### config.mk
export PLATFORM = sky130hd
export DESIGN_NAME = uart_reg_front
export DESIGN_NICKNAME = d
export VERILOG_FILES = /design/src/rtl/uart_front_pkg.sv /design/src/rtl/uart_byte_fifo.sv /design/src/rtl/uart_irq_ctrl.sv /design/src/rtl/uart_reg_front.sv
export SDC_FILE = /design/constraint.sdc
export NUM_CORES = 1
export LEC_CHECK = 0
export ABC_AREA = 1
export BUFFER_PORTS_ARGS = -buffer_cell sky130_fd_sc_hd__buf_2
export CORE_MARGIN = 2
export CORE_UTILIZATION = 35
export CTS_BUF_LIST = sky130_fd_sc_hd__clkbuf_4
export CTS_CLUSTER_DIAMETER = 50
export DETAILED_ROUTE_END_ITERATION = 12
export PLACE_DENSITY = 0.59
export SYNTH_ARGS = -nofsm -noshare
export SYNTH_HDL_FRONTEND = slang
export SYNTH_SLANG_ARGS = --single-unit
### constraint.sdc
create_clock -name clk_i -period 3.85 [get_ports clk_i]
set_clock_uncertainty 0.15 [all_clocks]
set_input_delay 0.77 -clock clk_i [delete_from_list [all_inputs] [get_ports clk_i]]
set_output_delay 0.77 -clock clk_i [all_outputs]
set_load 0.05 [all_outputs]
### src/rtl/uart_front_pkg.sv
package uart_front_pkg;
  localparam logic [7:0] OFF_TXDATA = 8'h00;
  localparam logic [7:0] OFF_RXDATA = 8'h04;
  localparam logic [7:0] OFF_TXCTRL = 8'h08;
  localparam logic [7:0] OFF_RXCTRL = 8'h0C;
  localparam logic [7:0] OFF_IE     = 8'h10;
  localparam logic [7:0] OFF_IP     = 8'h14;
  localparam logic [7:0] OFF_DIV    = 8'h18;

  localparam int WM_W   = 3;
  localparam int WM_LSB = 16;
  localparam int IRQ_TX = 0;
  localparam int IRQ_RX = 1;

  localparam logic [31:0] RX_EMPTY_WORD = 32'h8000_0000;

  typedef struct packed {
    logic            en;
    logic [WM_W-1:0] wm;
  } chan_ctrl_t;
endpackage

### src/rtl/uart_byte_fifo.sv
module uart_byte_fifo #(
  parameter int DEPTH = 8,
  parameter int WIDTH = 8,
  localparam int AW   = $clog2(DEPTH),
  localparam int CW   = AW + 1
) (
  input  logic             clk_i,
  input  logic             rst_ni,
  input  logic             push_i,
  input  logic [WIDTH-1:0] wdata_i,
  input  logic             pop_i,
  output logic [WIDTH-1:0] rdata_o,
  output logic             full_o,
  output logic             empty_o,
  output logic [CW-1:0]    count_o
);
  logic [WIDTH-1:0] mem_q [DEPTH];
  logic [CW-1:0]    wp_q, rp_q;

  always_ff @(posedge clk_i or negedge rst_ni) begin
    if (!rst_ni) begin
      wp_q <= '0;
      rp_q <= '0;
    end else begin
      if (push_i) wp_q <= wp_q + 1'b1;
      if (pop_i)  rp_q <= rp_q + 1'b1;
    end
  end

  always_ff @(posedge clk_i) begin
    if (push_i) mem_q[wp_q[AW-1:0]] <= wdata_i;
  end

  assign count_o = wp_q - rp_q;
  assign full_o  = (count_o == CW'(DEPTH));
  assign empty_o = (count_o == '0);
  assign rdata_o = mem_q[rp_q[AW-1:0]];


  push_gated_chk: assert property (@(posedge clk_i) disable iff (!rst_ni)
    push_i |-> !full_o);

  pop_gated_chk: assert property (@(posedge clk_i) disable iff (!rst_ni)
    pop_i |-> !empty_o);

  count_bound_chk: assert property (@(posedge clk_i) disable iff (!rst_ni)
    count_o <= CW'(DEPTH));
endmodule

### src/rtl/uart_irq_ctrl.sv
module uart_irq_ctrl
  import uart_front_pkg::*;
#(
  parameter int CW = 4
) (
  input  logic [1:0]      ie_i,
  input  logic [WM_W-1:0] tx_wm_i,
  input  logic [WM_W-1:0] rx_wm_i,
  input  logic [CW-1:0]   rx_count_i,
  output logic [1:0]      ip_o,
  output logic            irq_o
);
  always_comb begin
    ip_o         = '0;
    ip_o[IRQ_TX] = (tx_wm_i != '0);
    ip_o[IRQ_RX] = (32'(rx_count_i) > 32'(rx_wm_i));
  end

  assign irq_o = ie_i[IRQ_TX] | (ie_i[IRQ_RX] & (rx_count_i != '0));
endmodule

### src/rtl/uart_reg_front.sv
module uart_reg_front
  import uart_front_pkg::*;
#(
  parameter int DEPTH  = 8,
  parameter int DIV_W  = 16,
  parameter int ADDR_W = 5
) (
  input  logic              clk_i,
  input  logic              rst_ni,
  input  logic              req_i,
  input  logic              we_i,
  input  logic [ADDR_W-1:0] addr_i,
  input  logic [3:0]        be_i,
  input  logic [31:0]       wdata_i,
  output logic [31:0]       rdata_o,
  output logic [7:0]        tx_data_o,
  output logic              tx_valid_o,
  input  logic              tx_ready_i,
  output logic              tx_ovf_o,
  input  logic [7:0]        rx_data_i,
  input  logic              rx_valid_i,
  output logic              rx_ready_o,
  output logic [DIV_W-1:0]  div_o,
  output logic              irq_o
);
  localparam int CW = $clog2(DEPTH) + 1;

  logic [7:0] off;
  logic       acc, wr, rd;
  assign off = 8'(addr_i);
  assign acc = req_i && (be_i == 4'hF);
  assign wr  = acc && we_i;
  assign rd  = acc && !we_i;

  chan_ctrl_t       tx_ctrl_q, rx_ctrl_q;
  logic [1:0]       ie_q;
  logic [DIV_W-1:0] div_q;
  logic             ovf_q;

  logic [7:0]    tx_head, rx_head;
  logic          tx_full, tx_empty, rx_full, rx_empty;
  logic [CW-1:0] tx_count, rx_count;
  logic          tx_push, tx_pop, rx_push, rx_pop, tx_wr;
  logic [1:0]    ip;

  assign tx_wr   = wr && (off == OFF_TXDATA);
  assign tx_push = tx_wr && !tx_full;
  assign tx_pop  = tx_valid_o && tx_ready_i;
  assign rx_push = rx_valid_i && rx_ready_o;
  assign rx_pop  = rd && (off == OFF_RXDATA) && !rx_empty;

  always_ff @(posedge clk_i or negedge rst_ni) begin
    if (!rst_ni) begin
      tx_ctrl_q <= '0;
      rx_ctrl_q <= '0;
      ie_q      <= '0;
      div_q     <= '0;
      ovf_q     <= 1'b0;
    end else begin
      ovf_q <= tx_wr && tx_full;
      if (wr) begin
        unique case (off)
          OFF_TXCTRL: tx_ctrl_q <= '{en: wdata_i[0], wm: wdata_i[WM_LSB +: WM_W]};
          OFF_RXCTRL: rx_ctrl_q <= '{en: wdata_i[0], wm: wdata_i[WM_LSB +: WM_W]};
          OFF_IE:     ie_q      <= wdata_i[1:0];
          OFF_DIV:    div_q     <= wdata_i[DIV_W-1:0];
          default: ;
        endcase
      end
    end
  end

  uart_byte_fifo #(.DEPTH(DEPTH), .WIDTH(8)) u_tx_fifo (
    .clk_i, .rst_ni, .push_i(tx_push), .wdata_i(wdata_i[7:0]), .pop_i(tx_pop),
    .rdata_o(tx_head), .full_o(tx_full), .empty_o(tx_empty), .count_o(tx_count)
  );

  uart_byte_fifo #(.DEPTH(DEPTH), .WIDTH(8)) u_rx_fifo (
    .clk_i, .rst_ni, .push_i(rx_push), .wdata_i(rx_data_i), .pop_i(rx_pop),
    .rdata_o(rx_head), .full_o(rx_full), .empty_o(rx_empty), .count_o(rx_count)
  );

  uart_irq_ctrl #(.CW(CW)) u_irq (
    .ie_i(ie_q), .tx_wm_i(tx_ctrl_q.wm), .rx_wm_i(rx_ctrl_q.wm),
    .rx_count_i(rx_count), .ip_o(ip), .irq_o(irq_o)
  );

  function automatic logic [31:0] ctrl_word(chan_ctrl_t c);
    logic [31:0] w;
    w = '0;
    w[0] = c.en;
    w[WM_LSB +: WM_W] = c.wm;
    return w;
  endfunction

  always_comb begin
    rdata_o = '0;
    if (rd) begin
      unique case (off)
        OFF_TXDATA: rdata_o = tx_full ? 32'h8000_0000 : 32'h0;
        OFF_RXDATA: rdata_o = rx_empty ? RX_EMPTY_WORD : {24'h0, rx_head};
        OFF_TXCTRL: rdata_o = ctrl_word(tx_ctrl_q);
        OFF_RXCTRL: rdata_o = ctrl_word(rx_ctrl_q);
        OFF_IE:     rdata_o = {30'h0, ie_q};
        OFF_IP:     rdata_o = {30'h0, ip};
        OFF_DIV:    rdata_o = 32'(div_q);
        default:    rdata_o = '0;
      endcase
    end
  end

  assign tx_data_o  = tx_head;
  assign tx_valid_o = tx_ctrl_q.en && !tx_empty;
  assign rx_ready_o = rx_ctrl_q.en && !rx_full;
  assign tx_ovf_o   = ovf_q;
  assign div_o      = div_q;


  tx_ovf_chk: assert property (@(posedge clk_i) disable iff (!rst_ni)
    (tx_wr && tx_count == CW'(DEPTH)) |=> tx_ovf_o);

  irq_enable_chk: assert property (@(posedge clk_i) disable iff (!rst_ni)
    (wr && off == OFF_IE && wdata_i[IRQ_TX]) |=> irq_o);

  rx_empty_read_chk: assert property (@(posedge clk_i) disable iff (!rst_ni)
    (rd && off == OFF_RXDATA && rx_count == '0) |-> (rdata_o[31] && rdata_o[7:0] == 8'h0));

  tx_hold_chk: assert property (@(posedge clk_i) disable iff (!rst_ni)
    (tx_valid_o && !tx_ready_i && !(wr && off == OFF_TXCTRL)) |=> (tx_valid_o && $stable(tx_data_o)));
endmodule

Yosys cells after proc, flatten, opt, wreduce, memory -nomap -nowiden
Memories as Yosys holds them, arrays and structs flattened.
Cells that the tools add are included.
Storage, ports and cells
  flip-flop bits (word level): 43
  RAM bits: 128
  bits of input ports: 55
  output and inout bits: 60
  word-level logic and storage cells: 65
  memories: 2
Operators by class
  add/sub/neg operators: 6
  magnitude comparators: 1
  eq/ne operators: 9
  mux-type cells: 8
  bitwise operators: 2
  reduce and logical (&&, ||, !) cells: 26
Memory list
  u_rx_fifo.mem_q: depth 8, bits a word 8, rd ports 1, clocked after memory_dff 0, write ports 1, RTL line uart_byte_fifo.sv:17  | logic [WIDTH-1:0] mem_q [DEPTH];
  u_tx_fifo.mem_q: depth 8, bits a word 8, rd ports 1, clocked after memory_dff 0, write ports 1, RTL line uart_byte_fifo.sv:17
Operators with widths (count)
  one-hot mux 32 bit (7 select lines): 1
  2-to-1 mux 32 bit: 3
  adder 4 x 1 -> 4 bit (second input constant): 4
  == test 5 bit (second input constant): 3
  == test 4 bit (second input constant): 3
  logical AND 1 bit: 12
  == test 5 x 4 -> 1 bit (second input constant): 2
  zero test 4 bit: 2
  zero test 8 bit: 1
  AND reduction 2 bit: 4
  subtractor 4 bit: 2
  == test 5 x 3 -> 1 bit (second input constant): 1
  zero test 1 bit: 5
  > comparator 4 x 3 -> 1 bit: 1
  2-to-1 mux 1 bit: 4
  nonzero test 4 bit: 1
  nonzero test 3 bit: 1
  bitwise AND 1 bit: 1
  OR 1 bit: 1

Depth between registers and ports, before layout
  depth in word-level cells: 7
  mapped depth: 16
  gate-level depth less buffers: 16

By module
Synthesis repeated with hierarchy kept, for this count alone.
Unflattened totals
  cell total of the unflattened synthesis: 951
  area total of the unflattened synthesis: 8521.9 um^2
Modules (own cells, without submodules)
  uart_byte_fifo: times used 2, cells an instance 341, area an instance 3326.9 um^2, seq. area each 2122.0 um^2
  uart_reg_front: times used 1, cells an instance 247, area an instance 1755.4 um^2, seq. area each 675.6 um^2
  uart_irq_ctrl: times used 1, cells an instance 22, area an instance 112.6 um^2, seq. area each 0.0 um^2

Worst setup path after synthesis
OpenSTA, ideal clock, no wires.
  path type: flip-flop to output port
  from: register u_rx_fifo.wp_q[0]
  to: output port rdata_o[1]
  arrival time: 2448 ps
  required time: 2930 ps
  path slack: 482 ps
  stages on the path, launching flop included: 16
  cells stage by stage: dfrtp_1 inv_1 ha_1 inv_1 fa_1 nor2_1 nor2_2 ha_1 nand3_1 nand2_1 nand2_1 nand3_1 nand2_1 nand2_1 nor2_1 nor2_2
On the way
  longest elaborated chain between the ends: 5
  elaborated cells between the ends (all ways): 6
RTL lines
  start: declaration: RTL line uart_byte_fifo.sv:18  | logic [CW-1:0] wp_q, rp_q;
  start signal: assignment: RTL line uart_byte_fifo.sv:25  | if (push_i) wp_q <= wp_q + 1'b1;
  subtractor 4 bit (*): RTL line uart_byte_fifo.sv:34  | assign count_o = wp_q - rp_q;
  branches (longest 2 deep; another with > comparator 4 x 3 -> 1 bit)
  one-hot mux 32 bit (7 select lines) (*): RTL line uart_reg_front.sv:99  | unique case (off)
  2-to-1 mux 32 bit (*): RTL line uart_reg_front.sv:98  | if (rd) begin
  end: declaration: RTL line uart_reg_front.sv:15  | output logic [31:0] rdata_o,
Mark *: on every way between the ends.

Final worst setup path
Ends and elaborated chain as after synthesis.

==> results.toml <==
[outcome]
status = "finished clean"

[synth]
synth-seq-area-share = 0.600
synthArstFlopShare = 0.251
synth-seq-cells = 171
synth.largest_area_cell = "edfxtp_1"
synthTopCellsByArea = "edfxtp_1 (47%), dfrtp_1 (13%), nand2_1 (7.8%)"
synth.most_common_cell = "nand2_1"
synth_top_cell_area_share = 0.469
synth.distinct_cells = 43
ys_warn_count = 0
synthCells = 789
syn_area_um2 = 8200
synth-edff-count = 128
synth_area_per_cell_um2 = 10.4
synth_common_cells = "nand2_1 (170), edfxtp_1 (128), nor2_1 (91)"
synth_ff_type = "edfxtp_1"

[floorplanning]
io_pins = 115
rows = 55
dieArea_um2 = 24700
core_area_um2 = 22800
start_util = 0.359
die_w_um = 157
die_y_um = 157

[power_and_ir_drop]
ir_drop_mv = 0.187
p_per_area_nw_per_um2 = 357
power_leakage_nw = 3.86

[worst_hold_path]
hold_path.class = "in -> async"

[global_routing]
grt_pass1_wl_um = 29200
grt.overflow.total = 0
grt_max_degree = 39
grt_usage = 0.156
antenna_found_initial = 0
grt_pass1_vias = 5266

[finish]
antenna_cells = 0
stdcell_count = 1217
drive_gt1_frac = 0.249
fin_util = 0.408
final_nets = 960
syn2layout_area_growth_pct = 13.6
fin_area_um2 = 9310

[drt]
drtPass1Iterations = 5
drc = 0
vias_per_cell = 4.65
drt-initial-drc-count = 372
vias = 5656
drt_wl_total_um = 18800
wl_per_cell_um = 15.4
ant_nets = 0

[clocking]
numCtsBuffers = 17
htreeDepth = 4
cts_sinks = 171
worstSkewPairLatency_ps = 580
clk_path_buf_depth = 2
cts-root-buf = "clkbuf_4"
path_clk_slew_ps = 160
postCtsHoldBufs = 0
cts_tree = "yes"

[sta]
max_freq_ghz = 0.268
finalSetupTns_ps = 0
setup_ws_ps = 113
worst_pin_slew_ps = 877
relSlewSlack = 0.415
period_share = 0.971
fin_crit_ps = 3740
finalSetupViolCount = 0
final_hold_viol_count = 0
slew_violations = 0
rsz0062_at_grt = "yes"

[setup_path]
cp_common_cell = "nand2_1"
path_delay_family = "adder cells"
critPathMaxStageDelay_ps = 420
cp-end-kind = "primary output"
cp_slowest_cell = "dfrtp_1"
worstPathCellList = "inv_2 -> ha_4 -> inv_2 -> fa_2 -> nand2_1 -> inv_2 -> nor2_4 -> ha_4 -> a21oi_2 -> nand2_1 -> nand2_1 -> nand3_1 -> nand2_1 -> nand2_1 -> nor2_2 -> nor2_2 -> buf_6"
crit_type = "reg -> out"
crit_fanout = 3
path_buf_inv = 4
timing.critical_path.from_type = "register"
cp.required_ps = 2930
worst_ep_arrival_time_ps = 2820

[placement]
dp_hpwl_um = 13000
postPlaceCellArea_um2 = 8910
routabilityCongestion = 0.810
port_buffers = 89
place_worst_setup_slack_ps = 471
dp_cells = 1179

[flow_run]
max-cap-violations = 0
## placed cells by master (no fill, tap or decap), drive strengths merged
cell,n
edfxtp,128
fa,1
inv,72
nand4,7
o22ai,18
bufinv,2
and3,1
dfrtp,43
nand3b,2
a21oi,12
nor3b,8
a21o,1
clkinv,7
o211ai,6
conb,12
and2,1
nor3,8
nand3,61
buf,114
xnor2,5
ha,13
xor2,5
clkbuf,18
o21ai,73
nand2,182
nor2,103
nor4,1
## report_power, final
| group | switching (W) | internal [W] | total, W |
|---|---|---|---|
| Sequential | 0.00000651 | 0.00199 | 0.00200 |
| Combinational | 0.000168 | 0.0000758 | 0.000244 |
| Clock | 0.000677 | 0.000411 | 0.00109 |
| Total | 0.000852 | 0.00248 | 0.00333 |
## cell type report
cell class | instances | area, µm²
flip-flops and latches | 171 | 4920
multi-input cells | 520 | 2800
clock buffers | 18 | 135
inverters | 67 | 256
fillers | 2260 | 13500
repair buffers | 114 | 648
clock inverters | 14 | 160
well taps | 313 | 392
## cells by family (layout without fill, tap and decap cells)
group / count (synthesis) / after routing / synth area share
adder cells (fa/ha/maj): 14 / 14 / 0.0223
buffers and inverters: 109 / 213 / 0.0681
AND/OR/NAND/NOR: 374 / 374 / 0.221
AO/OA/AOI/OAI: 110 / 110 / 0.0775
other: 1 / 12 / 0.000458
XOR/XNOR: 10 / 10 / 0.0107
flip-flops: 171 / 171 / 0.600
## routing by layer
layer	vias up	global-route usage	share of wire	wire length, µm
li1	2852	-	-	-
met1	2654	0.212	0.46	8660
met2	132	0.255	0.48	9050
met3	18	0.0295	0.041	774
met4	0	0.0481	0.015	277
met5	-	0	0	0
## what timing repair did
action                                  in CTS  in global routing
setup buffers                                1                  5
endpoints found under the setup margin       4                  9
pin swaps                                    0                  5
gates resized for setup                      6                 15
## flip-flops by register name (all words and copies together), names as in the netlist
register	flops
rx_ctrl_q	4
ie_q	2
u_tx_fifo.mem_q	64
u_rx_fifo.wp_q	4
tx_ctrl_q	4
u_rx_fifo.mem_q	64
u_tx_fifo.rp_q	4
tx_ovf_o	1
u_tx_fifo.wp_q	4
u_rx_fifo.rp_q	4
div_o	16
## final timing paths
| kind | start | end | slack, ps | cells past startpoint |
|---|---|---|---|---|
| setup / recovery | u_rx_fifo.wp_q[0]$_DFFE_PN0P_ | rdata_o[1] | 110 | 17 |
| min in group clk_i | wdata_i[12] | div_o[12]$_DFFE_PN0P_ | 250 | 3 |
| max in group asynchronous | rst_ni | div_o[3]$_DFFE_PN0P_ | 2710 | 2 |
| hold reg to reg | div_o[10]$_DFFE_PN0P_ | div_o[10]$_DFFE_PN0P_ | 350 | 2 |
| hold / removal | rst_ni | u_tx_fifo.rp_q[3]$_DFFE_PN0P_ | 120 | 1 |
| setup reg to reg | u_rx_fifo.wp_q[0]$_DFFE_PN0P_ | u_rx_fifo.mem_q[7][0]$_DFFE_PP_ | 810 | 12 |
## metrics by stage
stage	total power, W	hold WS, ps
2_1_floorplan	0.00218	303
3_3_place_gp	0.00225	315
3_5_place_dp	0.00226	319
4_1_cts	0.00334	127
5_1_grt	0.00346	145
6_report	0.00333	122
(Power assumes the default switching activity.)
